### config.mk
export PLATFORM = sky130hd
export DESIGN_NAME = hmac_pass_seq
export DESIGN_NICKNAME = d
export VERILOG_FILES = /design/src/rtl/hmac_seq_pkg.sv /design/src/rtl/hmac_key_loader.sv /design/src/rtl/hmac_msg_packer.sv /design/src/rtl/hmac_pass_ctrl.sv /design/src/rtl/hmac_pass_seq.sv
export SDC_FILE = /design/constraint.sdc
export NUM_CORES = 2
export LEC_CHECK = 0
export ABC_AREA = 1
export BUFFER_PORTS_ARGS = -buffer_cell sky130_fd_sc_hd__buf_4
export CORE_AREA = 2 2 588 590
export CTS_CLUSTER_SIZE = 16
export DETAILED_ROUTE_END_ITERATION = 8
export DIE_AREA = 0 0 590 592
export GPL_TIMING_DRIVEN = 0
export HOLD_SLACK_MARGIN = 0.05
export PLACE_DENSITY_LB_ADDON = 0.05
export SLEW_MARGIN = 20
export SYNTH_ARGS = -nofsm -noshare
export SYNTH_HDL_FRONTEND = slang
export SYNTH_SLANG_ARGS = --single-unit
### constraint.sdc
create_clock -name clk -period 3.1 [get_ports clk]
set_clock_uncertainty 0.2 [all_clocks]
set_input_delay 0.62 -clock clk [delete_from_list [all_inputs] [get_ports clk]]
set_output_delay 0.62 -clock clk [all_outputs]
set_load 0.03 [all_outputs]
### src/rtl/hmac_seq_pkg.sv
package hmac_seq_pkg;
  localparam int WORD_W    = 32;
  localparam int KEY_WORDS = 8;
  localparam int BLK_WORDS = 16;
  localparam int KEY_W     = WORD_W * KEY_WORDS;
  localparam int DIG_W     = KEY_W;
  localparam int BLK_W     = WORD_W * BLK_WORDS;
  localparam int LEN_W     = 64;
  localparam logic [7:0] INNER_PAD = 8'h36;
  localparam logic [7:0] OUTER_PAD = 8'h5C;

  typedef enum logic [1:0] {
    KSRC_CPU  = 2'd0,
    KSRC_MEM  = 2'd1,
    KSRC_PORT = 2'd2,
    KSRC_RSVD = 2'd3
  } ksrc_e;

  typedef enum logic [3:0] {
    S_IDLE, S_KEY, S_KLOAD, S_IPAD, S_IPADW, S_MSG, S_MSGW,
    S_OPAD, S_OPADW, S_TAIL, S_TAILW, S_DONE
  } seq_state_e;

  // Key zero-extended to a full block, every byte XORed with pad.
  function automatic logic [BLK_W-1:0] pad_key(input logic [KEY_W-1:0] k,
                                               input logic [7:0] pad);
    logic [BLK_W-1:0] b;
    b = {k, {(BLK_W-KEY_W){1'b0}}};
    return b ^ {(BLK_W/8){pad}};
  endfunction

  // Closing block of the outer pass: digest, marker bit, zeros, bit length.
  function automatic logic [BLK_W-1:0] outer_tail(input logic [DIG_W-1:0] d);
    logic [LEN_W-1:0] len;
    len = LEN_W'(BLK_W + DIG_W);
    return {d, 1'b1, {(BLK_W-DIG_W-1-LEN_W){1'b0}}, len};
  endfunction

  function automatic logic [31:0] word_addr(input logic [31:0] base,
                                            input int unsigned idx);
    return base + 32'(idx * (WORD_W/8));
  endfunction
endpackage

### src/rtl/hmac_key_loader.sv
module hmac_key_loader
  import hmac_seq_pkg::*;
#(
  parameter int ADDR_W = 32,
  localparam int KIDX_W = $clog2(KEY_WORDS)
) (
  input  logic              clk,
  input  logic              rst_n,
  input  logic              clr,
  input  logic              start,
  input  logic [1:0]        src,
  input  logic              cpu_we,
  input  logic [KIDX_W-1:0] cpu_idx,
  input  logic [WORD_W-1:0] cpu_wdata,
  input  logic [KEY_W-1:0]  port_key,
  input  logic [WORD_W-1:0] port_mask,
  input  logic [ADDR_W-1:0] base_addr,
  output logic              fetch_req,
  output logic [ADDR_W-1:0] fetch_addr,
  input  logic              fetch_rvalid,
  input  logic [WORD_W-1:0] fetch_rdata,
  output logic [KEY_W-1:0]  key,
  output logic              done
);
  logic [WORD_W-1:0] cpu_w [KEY_WORDS];
  logic [WORD_W-1:0] key_w [KEY_WORDS];
  logic              fetching;
  logic [KIDX_W-1:0] idx;
  logic              fetch_last;

  assign fetch_last = (idx == KIDX_W'(KEY_WORDS-1));
  assign fetch_req  = fetching;
  assign fetch_addr = ADDR_W'(word_addr(32'(base_addr), int'(idx)));

  generate
    for (genvar g = 0; g < KEY_WORDS; g++) begin : g_pack
      assign key[KEY_W-1-g*WORD_W -: WORD_W] = key_w[g];
    end
  endgenerate

  always_ff @(posedge clk or negedge rst_n) begin
    if (!rst_n) begin
      for (int i = 0; i < KEY_WORDS; i++) cpu_w[i] <= '0;
    end else if (cpu_we) begin
      cpu_w[cpu_idx] <= cpu_wdata;
    end
  end

  always_ff @(posedge clk or negedge rst_n) begin
    if (!rst_n) begin
      for (int i = 0; i < KEY_WORDS; i++) key_w[i] <= '0;
      fetching <= 1'b0;
      idx      <= '0;
      done     <= 1'b0;
    end else begin
      done <= 1'b0;
      if (clr) begin
        fetching <= 1'b0;
        idx      <= '0;
      end else if (start) begin
        unique case (src)
          KSRC_CPU: begin
            for (int i = 0; i < KEY_WORDS; i++) key_w[i] <= cpu_w[i];
            done <= 1'b1;
          end
          KSRC_PORT: begin
            for (int i = 0; i < KEY_WORDS; i++)
              key_w[i] <= port_key[KEY_W-1-i*WORD_W -: WORD_W] ^ port_mask;
            done <= 1'b1;
          end
          KSRC_MEM: begin
            fetching <= 1'b1;
            idx      <= '0;
          end
          default: ;
        endcase
      end else if (fetching && fetch_rvalid) begin
        key_w[idx] <= fetch_rdata;
        if (fetch_last) begin
          fetching <= 1'b0;
          done     <= 1'b1;
        end else begin
          idx <= idx + 1'b1;
        end
      end
    end
  end
endmodule

### src/rtl/hmac_msg_packer.sv
module hmac_msg_packer
  import hmac_seq_pkg::*;
#(
  localparam int CNT_W = $clog2(BLK_WORDS)
) (
  input  logic              clk,
  input  logic              rst_n,
  input  logic              clr,
  input  logic              accept,
  input  logic [WORD_W-1:0] word,
  output logic [BLK_W-1:0]  block,
  output logic              full
);
  logic [CNT_W-1:0] cnt;
  logic             at_last;

  assign at_last = (cnt == CNT_W'(BLK_WORDS-1));

  always_ff @(posedge clk or negedge rst_n) begin
    if (!rst_n) begin
      block <= '0;
      cnt   <= '0;
      full  <= 1'b0;
    end else begin
      full <= 1'b0;
      if (clr) begin
        cnt <= '0;
      end else if (accept) begin
        block <= {block[BLK_W-WORD_W-1:0], word};
        if (at_last) begin
          cnt  <= '0;
          full <= 1'b1;
        end else begin
          cnt <= cnt + 1'b1;
        end
      end
    end
  end
endmodule

### src/rtl/hmac_pass_ctrl.sv
module hmac_pass_ctrl
  import hmac_seq_pkg::*;
(
  input  logic             clk,
  input  logic             rst_n,
  input  logic             en,
  input  logic             sha_mode,
  input  logic [1:0]       key_src,
  input  logic             key_go,
  input  logic             last_blk,
  input  logic             irq_clear,
  input  logic             key_done,
  input  logic [KEY_W-1:0] key,
  input  logic             msg_full,
  input  logic [BLK_W-1:0] msg_block,
  input  logic             core_done,
  input  logic [DIG_W-1:0] core_digest,
  output logic             loader_start,
  output logic             msg_ready,
  output logic             core_start,
  output logic             core_init,
  output logic [BLK_W-1:0] core_block,
  output logic             key_valid,
  output logic             hash_ready,
  output logic             hmac_ready,
  output logic             irq_flag,
  output logic [DIG_W-1:0] result
);
  seq_state_e state, state_nx;
  logic key_go_pend, last_pend, first_blk;
  logic [DIG_W-1:0] inner_dig;

  // Named internal events
  logic msg_blk_done, tail_done, final_msg_done, done_evt, msg_issue;

  assign msg_blk_done   = core_done && (state == S_MSGW);
  assign tail_done      = core_done && (state == S_TAILW);
  assign final_msg_done = msg_blk_done && last_pend;
  assign done_evt       = (msg_blk_done && (sha_mode || !last_pend)) || tail_done;
  assign msg_issue      = (state == S_MSG) && msg_full;

  assign loader_start = (state == S_KEY) && key_go_pend && (key_src != KSRC_RSVD);
  assign msg_ready    = (state == S_MSG) && !irq_flag && !msg_full;
  assign core_start   = msg_issue || (state == S_IPAD) || (state == S_OPAD) ||
                        (state == S_TAIL);

  always_comb begin
    core_init  = 1'b0;
    core_block = msg_block;
    unique case (state)
      S_IPAD: begin core_init = 1'b1; core_block = pad_key(key, INNER_PAD); end
      S_OPAD: begin core_init = 1'b1; core_block = pad_key(key, OUTER_PAD); end
      S_TAIL: core_block = outer_tail(inner_dig);
      S_MSG:  core_init = first_blk;
      default: ;
    endcase
  end

  always_comb begin
    state_nx = state;
    unique case (state)
      S_IDLE:  state_nx = sha_mode ? S_MSG : S_KEY;
      S_KEY:   if (loader_start) state_nx = S_KLOAD;
      S_KLOAD: if (key_done) state_nx = S_IPAD;
      S_IPAD:  state_nx = S_IPADW;
      S_IPADW: if (core_done) state_nx = S_MSG;
      S_MSG:   if (msg_issue) state_nx = S_MSGW;
      S_MSGW:  if (core_done)
                 state_nx = !last_pend ? S_MSG : (sha_mode ? S_DONE : S_OPAD);
      S_OPAD:  state_nx = S_OPADW;
      S_OPADW: if (core_done) state_nx = S_TAIL;
      S_TAIL:  state_nx = S_TAILW;
      S_TAILW: if (core_done) state_nx = S_DONE;
      default: state_nx = state;
    endcase
  end

  always_ff @(posedge clk or negedge rst_n) begin
    if (!rst_n) begin
      irq_flag <= 1'b0;
    end else if (done_evt) begin
      irq_flag <= 1'b1;
    end else if (irq_clear) begin
      irq_flag <= 1'b0;
    end
  end

  always_ff @(posedge clk or negedge rst_n) begin
    if (!rst_n) begin
      state       <= S_IDLE;
      key_go_pend <= 1'b0;
      last_pend   <= 1'b0;
      first_blk   <= 1'b0;
      key_valid   <= 1'b0;
      hash_ready  <= 1'b0;
      hmac_ready  <= 1'b0;
      inner_dig   <= '0;
      result      <= '0;
    end else if (!en) begin
      state       <= S_IDLE;
      key_go_pend <= 1'b0;
      last_pend   <= 1'b0;
      first_blk   <= 1'b0;
      key_valid   <= 1'b0;
      hash_ready  <= 1'b0;
      hmac_ready  <= 1'b0;
    end else begin
      state <= state_nx;
      if (key_done)    key_go_pend <= 1'b0;
      else if (key_go) key_go_pend <= 1'b1;
      if (last_blk) last_pend <= 1'b1;
      if (state == S_IDLE)  first_blk <= sha_mode;
      else if (msg_issue)   first_blk <= 1'b0;
      if (key_done) key_valid <= 1'b1;
      if (final_msg_done) begin
        if (sha_mode) begin
          hash_ready <= 1'b1;
          result     <= core_digest;
        end else begin
          inner_dig <= core_digest;
        end
      end
      if (tail_done) begin
        hmac_ready <= 1'b1;
        result     <= core_digest;
      end
    end
  end
endmodule

### src/rtl/hmac_pass_seq.sv
module hmac_pass_seq
  import hmac_seq_pkg::*;
#(
  parameter int ADDR_W = 32,
  localparam int KIDX_W = $clog2(KEY_WORDS)
) (
  input  logic              clk,
  input  logic              rst_n,
  input  logic              cfg_sha_mode,
  input  logic [1:0]        cfg_key_src,
  input  logic              ctl_enable,
  input  logic              ctl_key_go,
  input  logic              ctl_last_blk,
  input  logic              irq_enable,
  input  logic              irq_clear,
  input  logic              key_wr_en,
  input  logic [KIDX_W-1:0] key_wr_idx,
  input  logic [WORD_W-1:0] key_wr_data,
  input  logic [KEY_W-1:0]  kp_key,
  input  logic [WORD_W-1:0] kp_mask,
  input  logic [ADDR_W-1:0] key_base_addr,
  output logic              kf_req,
  output logic [ADDR_W-1:0] kf_addr,
  input  logic              kf_rvalid,
  input  logic [WORD_W-1:0] kf_rdata,
  input  logic              msg_valid,
  input  logic [WORD_W-1:0] msg_data,
  output logic              msg_ready,
  output logic              core_start,
  output logic              core_init,
  output logic [BLK_W-1:0]  core_block,
  input  logic              core_done,
  input  logic [DIG_W-1:0]  core_digest,
  output logic              stat_key_valid,
  output logic              stat_hash_ready,
  output logic              stat_hmac_ready,
  output logic              irq_flag,
  output logic              irq,
  output logic [DIG_W-1:0]  result
);
  logic             loader_start, key_done, msg_full, msg_accept;
  logic [KEY_W-1:0] key;
  logic [BLK_W-1:0] msg_block;

  assign msg_accept = msg_valid && msg_ready;
  assign irq        = irq_flag && irq_enable;

  hmac_key_loader #(.ADDR_W(ADDR_W)) u_key (
    .clk(clk), .rst_n(rst_n), .clr(!ctl_enable), .start(loader_start),
    .src(cfg_key_src), .cpu_we(key_wr_en), .cpu_idx(key_wr_idx),
    .cpu_wdata(key_wr_data), .port_key(kp_key), .port_mask(kp_mask),
    .base_addr(key_base_addr), .fetch_req(kf_req), .fetch_addr(kf_addr),
    .fetch_rvalid(kf_rvalid), .fetch_rdata(kf_rdata), .key(key),
    .done(key_done)
  );

  hmac_msg_packer u_msg (
    .clk(clk), .rst_n(rst_n), .clr(!ctl_enable), .accept(msg_accept),
    .word(msg_data), .block(msg_block), .full(msg_full)
  );

  hmac_pass_ctrl u_ctrl (
    .clk(clk), .rst_n(rst_n), .en(ctl_enable), .sha_mode(cfg_sha_mode),
    .key_src(cfg_key_src), .key_go(ctl_key_go), .last_blk(ctl_last_blk),
    .irq_clear(irq_clear), .key_done(key_done), .key(key),
    .msg_full(msg_full), .msg_block(msg_block), .core_done(core_done),
    .core_digest(core_digest), .loader_start(loader_start),
    .msg_ready(msg_ready), .core_start(core_start), .core_init(core_init),
    .core_block(core_block), .key_valid(stat_key_valid),
    .hash_ready(stat_hash_ready), .hmac_ready(stat_hmac_ready),
    .irq_flag(irq_flag), .result(result)
  );
endmodule

==> metrics.md <==
| Metric | Value |
|---|---|
| Status | finished with violations |
| Violated checks | setup timing |
| HPWL after DPL | 497000 um |
| Tightest Pin Transition | 1.45 ns |
| Drt via density | 4.93 |
| Arr. time, crit path | 3.27 ns |
| Post-synth EDFFs | 0 |
| Yosys top cell by area | dfrtp_1 |
| Tmin final | 4.09 ns |
| Setup violations, final | 1259 |
| Hold Startpoint | key_wr_data[29] |
| Internal power | 0.0488 W |
| Drt total wl | 615000 um |
| Yosys cell types | 35 |
| Met2 usage | 0.560 |
| Initial antenna violation count | 72 |
| Layout area overhead | 50.9% |
| Hold/Removal Path Class | in -> reg |
| Final number of hold-violating endpoints | 0 |
| Initial Util | 0.224 |
| Final std cells w/o fill | 17300 |
| Crit Reg-Reg Startpoint | u_ctrl.state[3] |
| Busiest grt layer | met2 |
| Yosys Warn Count | 0 |
| Max cap viols | 0 |
| Final Cycle Share | 1.32 |
| Overall global routing resource usage | 0.335 |
| Final Core Density | 0.337 |
| Ys async rst share | 1.00 |
| Setup TNS | -463.95 ns |
| TritonCTS clock tree | done |
| CTS root buffer | clkbuf_16 |
| Post-synthesis sequential area ratio | 0.509 |
| Unrepaired setup endpoints after global routing | yes |
| Nets | 13200 |
| Synth top area cells | dfrtp_1 (51%), nand2_1 (19%), o21ai_0 (8.0%) |
| Congestion Overflow GR | 0 |
| Pwr/cell area | 727 nW/um2 |
| Core Area | 342000 um2 |
| CP startpoint | u_ctrl.state[3] |
| Number of synthesized register bits | 1557 |
| Net Count, Synth | 10900 |
| Avg WL per Cell | 35.6 um |
| Via count | 85300 |
| Avg Synthesized Cell Area | 7.49 um2 |
| Setup CP Type | reg -> out |
| Final WS setup | -0.988 ns |
| Die area | 349000 um2 |
| Antenna viol nets, final | 0 |
| Peak Freq | 0.245 GHz |
| Worst relative slew slack | 0.0263 |
| Most common cell after layout, fill and taps aside | nand2_1 |
| Clock Power Share | 0.296 |
| Port bufs | 1490 |
| Primary FF master, synth | dfrtp_1 |
| Leakage power | 56.3 nW |
| Design area | 116000 um2 |
| P_sw | 0.0352 W |
| Placed cell area | 94100 um2 |
| Row count | 215 |
| Commonest non-fill, non-tap cells in the layout | nand2_1 (3843), dfrtp_1 (1551), buf_4 (1380) |
| Sw Share | 0.419 |
| Clk slew on worst S/H paths | 0.06 ns |
| Worst endpoint required time | 2.28 ns |
| Largest net degree at the start of global routing | 132 |
| First-pass GRT wire length | 781000 um |
| Share of cells above drive strength 1 | 0.244 |
| 1st-pass router iterations | 6 |
| Slew Limit Fails | 0 |
| Met3 GRT Util | 0.0719 |
| Clock tree buffer depth | 4 |
| Die Y | 592 um |
| DRT iter0 DRCs | 8739 |
| Startpoint types | flop |
| Cts bufs inserted | 202 |
| Pre-CTS WS | -1.56 ns |
| IO Pins | 1498 |
| H-Tree Depth | 4 |
| Logic pwr share | 0.388 |
| Gpl congestion | 0.987 |
| Reg power frac | 0.316 |
| Inst Count DP | 16300 |
| Worst vdd ir | 0.480 mV |
| Crit Path Max Fanout | 7 |
| Post-synth top area share | 0.509 |
| Number of global-route vias before repair | 82900 |
| Die width | 590 um |
| Num Clock Sinks | 1557 |
| Synth Cell Area | 76600 um2 |
| # DRC | 0 |
| Skew-Pair Late Insertion Delay | 0.91 ns |
| Met1 Use GR | 0.420 |
| CP endpoint kind | output pin |
| Mapped Cells | 10200 |
-- path summary, 6_finish.rpt --
| check | end | slack, ns | depth (start not counted) |
|---|---|---|---|
| min in group asynchronous | u_key.cpu_w[183] | 0.61 | 5 |
| worst max register to register | u_ctrl.result[3] | -0.64 | 13 |
| worst min-delay path | u_key.cpu_w[29] | 0.12 | 3 |
| max in group asynchronous | u_ctrl.result[27] | 0.15 | 10 |
| worst max-delay path | core_block[264] | -0.99 | 11 |
| worst min register to register | u_ctrl.result[153] | 0.28 | 2 |
-- power by group through the flow --
stage,Combinational (W),Clock [W],Sequential (W)
final,0.0326,0.0249,0.0265
after global placement,0.0257,0,0.0265
after detailed placement,0.0260,0,0.0265
after floorplan,0.0112,0,0.0261
after global routing,0.0337,0.0260,0.0267
after CTS,0.0299,0.0252,0.0263
-- cells in the mapped netlist, types with 6 or more instances --
cell type,instances
nand3_2,9
nand2_1,3959
nor2_1,621
clkbuf_1,368
o211ai_1,65
o2111ai_1,79
a21oi_1,168
inv_2,8
o21ai_1,388
buf_4,34
or2_2,73
ha_1,6
xnor2_1,10
buf_1,14
nor3_1,11
buf_6,13
buf_2,275
nand3_1,118
nand4_1,270
dfrtp_1,1557
xor2_1,15
inv_1,870
o21ai_0,1218
o221ai_1,57
-- layer usage --
layer  routed length, um  vias up
met5                 502        -
met4               31100       56
met3               47500      834
met2              288000     3792
met1              248000    43200
li1                    -    37300
-- registers in the layout, summed over array words and instances, names as in the netlist, 3 cells and up --
register	count
u_msg.block	512
u_key.key	256
u_key.idx	3
u_ctrl.state	4
u_ctrl.result	256
u_key.cpu_w	256
u_msg.cnt	4
u_ctrl.inner_dig	256
-- kinds of logic (layout without fill, tap and decap cells) --
logic type      Yosys count  after routing  share of synthesized area
fa+ha+maj                 7              7                    0.00124
simple gates           5077           5078                      0.264
compound gates         1978           1978                      0.138
buf+inv                1582           4059                     0.0850
xor+xnor                 25             25                    0.00286
flops                  1557           1557                      0.509
other cells               0             25                          0
-- cell type report --
cell class                 instances  area (um2)
antenna                           25        62.6
buffer                           698        5140
clock buffer                     295        5990
clock inverter                    72         811
fill                           36600      227000
inverter                         878        3380
multi-input combinational       7088       35500
sequential                      1557       39000
tap                             4557        5700
timing repair buffer            2115       20000
timing repair inverter             1        16.3
-- worst max-delay path: stages, from the launching register on --
cell      delay [ns]
dfrtp_1         0.37
buf_6           0.14
nand2_4         0.07
nor2_4          0.05
buf_12          0.15
inv_12          0.11
nand2_8         0.08
buf_12          0.16
buf_16          0.14
buf_12          0.15
o211ai_1        0.59
buf_4           0.29
-- timing repair --
item                                   4_1_cts  5_1_grt
endpoints found under the hold margin     1030        0
buffers inserted                           105      119
setup endpoints to repair                  926     2231
hold buffers                               336        0
pin swaps                                   50       78
cloned                                      28       25
resized for setup                         1117      836
-- through the flow --
step           hold WS [ns]  total power, W
2_1_floorplan         0.124          0.0373
3_3_place_gp          0.265          0.0522
3_5_place_dp          0.270          0.0525
4_1_cts              0.0523          0.0814
5_1_grt               0.112          0.0864
6_report              0.122          0.0840
Note: power is estimated with default switching activity, not from simulation.
